--- src/rtl/sqnoise_gen.sv ---
module sqnoise_gen (
  input  logic        clk,
  input  logic        rst_n,
  input  logic        wr_en,
  input  logic [7:0]  wr_data,
  input  logic        tick,
  output logic [16:0] mix_out,
  output logic [3:0]  ch_level
);
  localparam int PW = 10;
  localparam int LW = 16;
  localparam logic [LW-1:0] SEED = 16'h8000;

  logic [PW-1:0] per [3];
  logic [PW-1:0] cnt [3];
  logic [2:0]    tog;
  logic [3:0]    att [4];
  logic [2:0]    nctl;
  logic [7:0]    ncnt;
  logic          ntog;
  logic [LW-1:0] lfsr;
  logic [1:0]    lch;
  logic          lvol;

  function automatic logic [14:0] amp(input logic [3:0] a);
    case (a)
      4'd0:  amp = 15'd32767;  4'd1:  amp = 15'd26028;
      4'd2:  amp = 15'd20675;  4'd3:  amp = 15'd16422;
      4'd4:  amp = 15'd13045;  4'd5:  amp = 15'd10362;
      4'd6:  amp = 15'd8231;   4'd7:  amp = 15'd6568;
      4'd8:  amp = 15'd5193;   4'd9:  amp = 15'd4125;
      4'd10: amp = 15'd3277;   4'd11: amp = 15'd2603;
      4'd12: amp = 15'd2067;   4'd13: amp = 15'd1642;
      4'd14: amp = 15'd1304;   default: amp = 15'd0;
    endcase
  endfunction

  wire       is_sel   = wr_data[7];
  wire [1:0] wch      = is_sel ? wr_data[6:5] : lch;
  wire       wvol     = is_sel ? wr_data[4] : lvol;
  wire       wr_noise = wr_en && !wvol && (wch == 2'd3);

  logic [2:0] expire;
  always_comb
    for (int k = 0; k < 3; k++)
      expire[k] = tick && (per[k] != '0) && (cnt[k] == '0);

  wire [7:0] nlen   = 8'd16 << nctl[1:0];
  wire       nexp   = tick && (ncnt == 8'd0);
  wire       nshift = (nctl[1:0] == 2'd3) ? (expire[2] && !tog[2]) : (nexp && !ntog);
  wire       fb     = nctl[2] ? (lfsr[0] ^ lfsr[3]) : lfsr[0];

  always_ff @(posedge clk) begin
    if (!rst_n) begin
      for (int k = 0; k < 3; k++) begin
        per[k] <= '0;
        cnt[k] <= '0;
      end
      for (int k = 0; k < 4; k++) att[k] <= 4'hF;
      tog  <= '0;
      nctl <= '0;
      ncnt <= '0;
      ntog <= 1'b0;
      lfsr <= SEED;
      lch  <= 2'd0;
      lvol <= 1'b0;
    end else begin
      for (int k = 0; k < 3; k++) begin
        if (expire[k]) begin
          cnt[k] <= per[k] - 1'b1;
          tog[k] <= ~tog[k];
        end else if (tick && cnt[k] != '0) begin
          cnt[k] <= cnt[k] - 1'b1;
        end
      end
      if (nexp) begin
        ncnt <= nlen - 8'd1;
        ntog <= ~ntog;
      end else if (tick) begin
        ncnt <= ncnt - 8'd1;
      end
      if (nshift) lfsr <= {fb, lfsr[LW-1:1]};
      if (wr_en) begin
        if (is_sel) begin
          lch  <= wr_data[6:5];
          lvol <= wr_data[4];
        end
        if (wvol) att[wch] <= wr_data[3:0];
        else if (wch == 2'd3) begin
          nctl <= wr_data[2:0];
          lfsr <= SEED;
        end else begin
          for (int k = 0; k < 3; k++)
            if (wch == 2'(k)) begin
              if (is_sel) per[k][3:0]    <= wr_data[3:0];
              else        per[k][PW-1:4] <= wr_data[5:0];
            end
        end
      end
    end
  end

  always_comb begin
    for (int k = 0; k < 3; k++) ch_level[k] = (per[k] == '0) ? 1'b1 : tog[k];
    ch_level[3] = lfsr[0];
    mix_out = '0;
    for (int k = 0; k < 4; k++)
      if (ch_level[k]) mix_out = mix_out + 17'(amp(att[k]));
  end

  AST_LFSR_LIVE: assert property (@(posedge clk) disable iff (!rst_n) lfsr != '0);
  AST_LFSR_HOLD: assert property (@(posedge clk) disable iff (!rst_n) (!tick && !wr_en) |=> $stable(lfsr));
  AST_NOISE_SEED: assert property (@(posedge clk) disable iff (!rst_n) wr_noise |=> lfsr == SEED);
  AST_TONE_HOLD: assert property (@(posedge clk) disable iff (!rst_n) !tick |=> $stable(tog));
  AST_CONT_KEEPS_SEL: assert property (@(posedge clk) disable iff (!rst_n) (wr_en && !wr_data[7]) |=> ($stable(lch) && $stable(lvol)));
  AST_QUIET_MIX: assert property (@(posedge clk) disable iff (!rst_n) (att[0] == 4'hF && att[1] == 4'hF && att[2] == 4'hF && att[3] == 4'hF) |-> mix_out == '0);
endmodule

--- config.mk ---
export PLATFORM = sky130hd
export DESIGN_NAME = sqnoise_gen
export DESIGN_NICKNAME = d
export VERILOG_FILES = /design/src/rtl/sqnoise_gen.sv
export SDC_FILE = /design/constraint.sdc
export NUM_CORES = 1
export LEC_CHECK = 0
export BUFFER_PORTS_ARGS = -buffer_cell sky130_fd_sc_hd__buf_4
export CAP_MARGIN = 30
export CORE_MARGIN = 4
export CORE_UTILIZATION = 50
export CTS_CLUSTER_DIAMETER = 200
export DETAILED_ROUTE_END_ITERATION = 8
export PLACE_DENSITY = 0.69
export RECOVER_POWER = 50
export SLEW_MARGIN = 20
export SYNTH_ARGS = -nofsm -noshare
export SYNTH_HDL_FRONTEND = slang
export SYNTH_SLANG_ARGS = --single-unit
--- constraint.sdc ---
create_clock -name clk -period 15.4 [get_ports clk]
set_input_delay 0 -clock clk [delete_from_list [all_inputs] [get_ports clk]]
set_output_delay 0 -clock clk [all_outputs]
set_load 0.1 [all_outputs]
==> impl_metrics.env, run 1 <==
export IMPL_grt_max_degree=39
export IMPL_yosysTopAreaCellShare_pct=24.1
export IMPL_yosysSeqAreaShare_pct=31.3
export IMPL_critPathCaptureType="output port"
export IMPL_internal_power_mw=0.524
export IMPL_crit_top_cell="ha_1"
export IMPL_crit_required_ns=15.40
export IMPL_antenna_found_initial=0
export IMPL_insertion_delay_ns=0.36
export IMPL_clk_pin_slew_worst_paths_ns=0.07
export IMPL_layout_drive_gt1_share_pct=8.35
export IMPL_route_antenna_remaining_nets=0
export IMPL_yosys_cell_types_count=77
export IMPL_p_sw_share_pct=29.0
export IMPL_powerDensity_mw_per_mm2=72.0
export IMPL_pin_count=33
export IMPL_grt_pass1_vias=7259
export IMPL_cpPeakStageDelay_ns=0.58
export IMPL_wl_um=21900
export IMPL_synth_seq_cells=110
export IMPL_crit_fanout=11
export IMPL_finalSetupViolCount=0
export IMPL_final_min_clock_period_ns=7.18
export IMPL_io_buffers=32
export IMPL_setup_tns_ns=0
export IMPL_seq_area_mm2=0.00296
export IMPL_grt_overflow=0
export IMPL_chipHeight_um=146
export IMPL_start_util_pct=50.8
export IMPL_cts_tree="built"
export IMPL_htree_levels=3
export IMPL_worstMarginPinSlew_ns=1.18
export IMPL_dp_hpwl_um=16900
export IMPL_fillers=1716
export IMPL_multi_input_area_mm2=0.00607
export IMPL_slew_headroom_pct=20.3
export IMPL_slowest_stage="edfxtp_1"
export IMPL_crit_family="compound AO/OA/AOI/OAI gates"
export IMPL_gp_congestion=0.889
export IMPL_power_share_clock_pct=31.6
export IMPL_grt_pass1_wl_um=35600
export IMPL_drt_first_pass_iters=5
export IMPL_die_area_mm2=0.0212
export IMPL_dp_slack_ns=8.67
export IMPL_status="complete, no violations"
export IMPL_synth_edff_count=76
export IMPL_clockBufferDepth=2
export IMPL_power_mw=0.737
export IMPL_post_drt_via_cell_ratio=5.83
export IMPL_power_leakage_nw=4.35
export IMPL_syn_area_mm2=0.00947
export IMPL_start_kind="flop"
export IMPL_fin_crit_sh_pct=46.6
export IMPL_hold_class="input pin to flop"
export IMPL_yosysWarnings=0
export IMPL_dr_first_iter_drc_count=449
export IMPL_skew_ns=0.0127
export IMPL_avgSynthCellArea_um2=8.45
export IMPL_rsz0062_at_grt="false"
export IMPL_slew_violations=0
export IMPL_cts_resized=0
export IMPL_fin_util_pct=54.9
export IMPL_synth_top_cell_by_area="edfxtp_1"
export IMPL_postCtsSetupRepairBufs=0
export IMPL_hold_viol_final=0
export IMPL_synth_cells=1121
export IMPL_ir_worst_vdd_uv=93.3
export IMPL_critPathArrivalTime_ns=7.18
export IMPL_max_cap_violations=0
export IMPL_numCtsBuffers=9
export IMPL_coreArea_mm2=0.0186
export IMPL_path_buf_inv=3
export IMPL_synthTopCellsByArea="edfxtp_1 (24%), ha_1 (9.9%), dfxtp_1 (7.2%), nor2_1 (5.7%), xnor2_1 (5.0%)"
export IMPL_wire_per_inst_um=16.0
export IMPL_row_count=50
export IMPL_critical_path_class="flop to output port"
export IMPL_synthArstFlopShare_pct=0
export IMPL_final_setup_worst_slack_ns=8.22
export IMPL_fin_nets=1223
export IMPL_cts_hold_buffers=9
export IMPL_die_x_um=146
export IMPL_synth_top_flop_cell="edfxtp_1"
export IMPL_clockRootBuffer="clkbuf_16"
export IMPL_num_vias=7992
export IMPL_syn2layout_area_growth_pct=8.06
export IMPL_drc=0
export IMPL_cts_sinks=110
export IMPL_syn_nets=1211
export IMPL_seqPwrFrac_pct=48.3
export IMPL_p_comb_share_pct=20.1
export IMPL_num_antenna_cells=0
export IMPL_power_switching_mw=0.213
export IMPL_fmax_ghz=0.139
export IMPL_grt_usage_pct=20.1
-- layer usage --
metal	wire length [um]	global-route usage, %	part of all wire, %
met5	0	0	0
met3	943	2.12	4.3
met1	10800	29.5	49
met4	382	5.13	1.7
met2	9760	31.9	45
-- power by group through the flow --
stage	Sequential [mW]	Clock [mW]	Combinational, mW
final	0.356	0.233	0.148
after floorplan	0.356	0	0.121
after detailed placement	0.363	0	0.148
after CTS	0.356	0.238	0.150
after global placement	0.362	0	0.145
after global routing	0.359	0.251	0.165
-- cells in the final DEF (no fill, tap or decap), types with 5 or more instances in the layout --
cell type      netlist  final
a211oi_1            16     16
a21boi_0             6      6
a21o_1              11     11
a21oi_1             74     74
a31oi_1              8      7
and2_0               0      6
buf_4                2     33
clkbuf_1            38      7
clkbuf_16            0      9
dfxtp_1             34     34
dlygate4sd3_1        0      9
edfxtp_1            76     76
ha_1                75     75
inv_1               57     57
mux2_2              24     24
mux2i_1             42     42
nand2_1             99     99
nand2b_1            20     20
nand3_1             23     23
nand3b_1             6      6
nor2_1             145    145
nor2b_1             24     24
nor3_1              39     40
nor4_1              15     15
o211ai_1            11     11
o21a_1              10     10
o21ai_0             66     65
o21bai_1             5      5
o22ai_1             11     11
o31ai_1             10     10
or3_1                8      8
xnor2_1             54     54
xor2_1              20     20
-- final timing paths --
| kind | endpoint | slack, ns | start | cells after the start |
|---|---|---|---|---|
| max | mix_out[16] | 8.22 | att[0][1] | 26 |
| min | att[3][3] | 0.03 | wr_data[3] | 3 |
| max reg2reg | lfsr[15] | 12.32 | per[2][4] | 8 |
| min reg2reg | ncnt[4] | 0.48 | ncnt[4] | 2 |
-- stage by stage --
stage / hold WS [ns] / instances / area (um^2)
after floorplan: 0.156 / 1121 / 9470
after global placement: 0.303 / 1344 / 9850
after detailed placement: 0.310 / 1345 / 9860
after CTS: 0.0167 / 1370 / 10200
after global routing: 0.0207 / 1372 / 10200
final: 0.0319 / 1372 / 10200
-- synthesized netlist by cell type, types with 4 or more instances --
master / instances
nor2_1: 145
nand2_1: 99
edfxtp_1: 76
ha_1: 75
a21oi_1: 74
o21ai_0: 66
inv_1: 57
xnor2_1: 54
mux2i_1: 42
nor3_1: 39
clkbuf_1: 38
dfxtp_1: 34
mux2_2: 24
nor2b_1: 24
nand3_1: 23
nand2b_1: 20
xor2_1: 20
a211oi_1: 16
nor4_1: 15
a21o_1: 11
o211ai_1: 11
o22ai_1: 11
o21a_1: 10
o31ai_1: 10
and2_1: 9
a31oi_1: 8
or3_1: 8
a21boi_0: 6
nand3b_1: 6
buf_2: 5
o21bai_1: 5
and3_1: 4
or2_2: 4
or4_1: 4
-- state kept, by name, summed over array words and instances, names as in the netlist --
register / cells
att: 16
cnt: 30
lch: 2
lfsr: 16
lvol: 1
ncnt: 8
nctl: 3
ntog: 1
per: 30
tog: 3
-- tightest hold or removal path: stages --
cell and delay, ns:
buf_4 0.12, nor2_1 0.10, inv_1 0.06
-- layout make-up --
type | count | share of cell area, %
Tap cell | 234 | 2.86
Sequential cell | 110 | 28.9
Timing Repair Buffer | 51 | 3.86
Clock inverter | 6 | 0.660
Multi-Input combinational cell | 903 | 59.3
Clock buffer | 10 | 2.24
Inverter | 58 | 2.13
-- cell families (layout without fill, tap and decap cells) --
family | Yosys count | after routing | synth area share [%]
AOI/OAI and AO/OA | 270 | 270 | 18.3
xor gates and xnor gates | 74 | 74 | 6.84
adders and majority gates | 78 | 78 | 10.5
muxes | 69 | 69 | 7.92
DFF | 110 | 110 | 31.3
buffers and inverters | 108 | 125 | 4.58
and+or+nand+nor | 412 | 412 | 20.5
(Power assumes the default switching activity.)
==> run 2, diff against run 1 <==
==> constraint.sdc (replaced) <==
create_clock -name clk -period 7.51 [get_ports clk]
set_input_delay 0 -clock clk [delete_from_list [all_inputs] [get_ports clk]]
set_output_delay 0 -clock clk [all_outputs]
set_load 0.1 [all_outputs]
==> run 2 against run 1 <==
Effect of this change: combinational power increased by 110%; cell count about the same; hold slack got worse by 0.022 ns; global-route usage increased by 0.080 points; worst setup slack got worse by 7.7 ns.
==> impl_metrics.env, run 2 (synthesis gave the netlist of run 1 again) <==
export IMPL_drt_first_pass_iters=5
export IMPL_power_leakage_nw=4.37
export IMPL_cts_sinks=110
export IMPL_crit_family="compound AO/OA/AOI/OAI gates"
export IMPL_pin_count=33
export IMPL_critical_path_class="flop to output port"
export IMPL_seq_area_mm2=0.00296
export IMPL_cts_tree="built"
export IMPL_wl_um=22200
export IMPL_critPathArrivalTime_ns=7.02
export IMPL_route_antenna_remaining_nets=0
export IMPL_clk_pin_slew_worst_paths_ns=0.08
export IMPL_final_min_clock_period_ns=7.02
export IMPL_dr_first_iter_drc_count=624
export IMPL_hold_viol_final=0
export IMPL_final_common_cell="nor2_1"
export IMPL_power_mw=1.53
export IMPL_coreArea_mm2=0.0186
export IMPL_setup_tns_ns=0
export IMPL_start_util_pct=50.8
export IMPL_gp_congestion=0.907
export IMPL_wire_per_inst_um=16.1
export IMPL_slowest_stage="edfxtp_1"
export IMPL_fin_cells=1373
export IMPL_rsz0062_at_grt="false"
export IMPL_post_drt_via_cell_ratio=5.83
export IMPL_p_sw_share_pct=28.9
export IMPL_cpPeakStageDelay_ns=0.49
export IMPL_die_area_mm2=0.0212
export IMPL_reg_largest_list="cnt x30, per x30"
export IMPL_slew_headroom_pct=23.1
export IMPL_clockRootBuffer="clkbuf_16"
export IMPL_fillers=1735
export IMPL_layout_drive_gt1_share_pct=9.13
export IMPL_internal_power_mw=1.09
export IMPL_num_antenna_cells=0
export IMPL_grt_pass1_vias=7265
export IMPL_path_buf_inv=2
export IMPL_grt_max_degree=39
export IMPL_numCtsBuffers=9
export IMPL_worstMarginPinSlew_ns=1.14
export IMPL_dp_cells=1347
export IMPL_grt_usage_pct=20.2
export IMPL_hold_class="input pin to flop"
export IMPL_power_share_clock_pct=32.3
export IMPL_crit_fanout=8
export IMPL_dp_hpwl_um=17200
export IMPL_grt_overflow=0
export IMPL_start_kind="flop"
export IMPL_die_x_um=146
export IMPL_status="complete, no violations"
export IMPL_insertion_delay_ns=0.35
export IMPL_htree_levels=3
export IMPL_crit_top_cell="ha_1"
export IMPL_ir_worst_vdd_uv=125
export IMPL_fin_nets=1224
export IMPL_crit_required_ns=7.51
export IMPL_fin_crit_sh_pct=93.5
export IMPL_critPathCaptureType="output port"
export IMPL_skew_ns=0.0113
export IMPL_io_buffers=32
export IMPL_seqPwrFrac_pct=47.7
export IMPL_antenna_found_initial=0
export IMPL_power_switching_mw=0.441
export IMPL_powerDensity_mw_per_mm2=149
export IMPL_fmax_ghz=0.142
export IMPL_drc=0
export IMPL_chipHeight_um=146
export IMPL_finalSetupViolCount=0
export IMPL_num_vias=8004
export IMPL_row_count=50
export IMPL_grt_pass1_wl_um=35700
export IMPL_syn2layout_area_growth_pct=8.23
export IMPL_slew_violations=0
export IMPL_layout_common_cells="nor2_1 (145), nand2_1 (99), edfxtp_1 (76), ha_1 (75), a21oi_1 (74)"
export IMPL_p_comb_share_pct=20.0
export IMPL_max_cap_violations=0
export IMPL_multi_input_area_mm2=0.00607
export IMPL_clockBufferDepth=2
-- run 2: worst paths after layout --
path	cells past startpoint	slack (ns)	endpoint	start
max	26	0.49	mix_out[16]	att[0][1]
min	3	0.01	per[2][8]	wr_data[4]
max reg2reg	8	4.48	lfsr[15]	per[2][4]
min reg2reg	2	0.48	ncnt[4]	ncnt[4]
-- run 2: cell type report --
cell class,instances,area share (%)
clock buffers,11,2.57
clock inverters,5,0.513
inverters,58,2.12
multi-input cells,903,59.2
flip-flops and latches,110,28.9
well taps,234,2.86
repair buffers,52,3.82
-- run 2: what timing repair did --
item,4_1_cts,5_1_grt
hold buffers,5,0
endpoints found under the hold margin,7,0
gates resized for setup,0,1
setup buffers,0,4
endpoints found under the setup margin,0,1
-- run 2: tightest hold or removal path, delay by kind of cell --
kind	cells	cell delay (ns)
buffers and inverters	2	0.12
AND/OR/NAND/NOR	1	0.10
-- run 2: through the flow --
step | utilization [%] | instance area, um^2 | worst slack (ns) | hold slack (ns)
global route | 55.0 | 10300 | 0.0197 | 0.0294
floorplan | - | 9470 | 0.622 | 0.156
detailed placement | 53.0 | 9880 | 0.736 | 0.308
CTS | 55.0 | 10200 | 0.332 | 0.00686
finish | 55.0 | 10300 | 0.489 | 0.00984
global placement | 52.9 | 9860 | 0.846 | 0.303
-- run 2: power by group through the flow --
stage / combinational [mW] / sequential (mW) / clock (mW)
floorplan: 0.249 / 0.731 / 0
global route: 0.338 / 0.735 / 0.525
detailed placement: 0.304 / 0.744 / 0
CTS: 0.307 / 0.730 / 0.502
global placement: 0.299 / 0.742 / 0
finish: 0.306 / 0.730 / 0.494
-- run 2: layer usage --
| metal | GRT usage (%) | routed length, um |
|---|---|---|
| met5 | 0 | 0 |
| met4 | 4.23 | 333 |
| met3 | 1.93 | 978 |
| met2 | 33.0 | 10100 |
| met1 | 29.4 | 10700 |
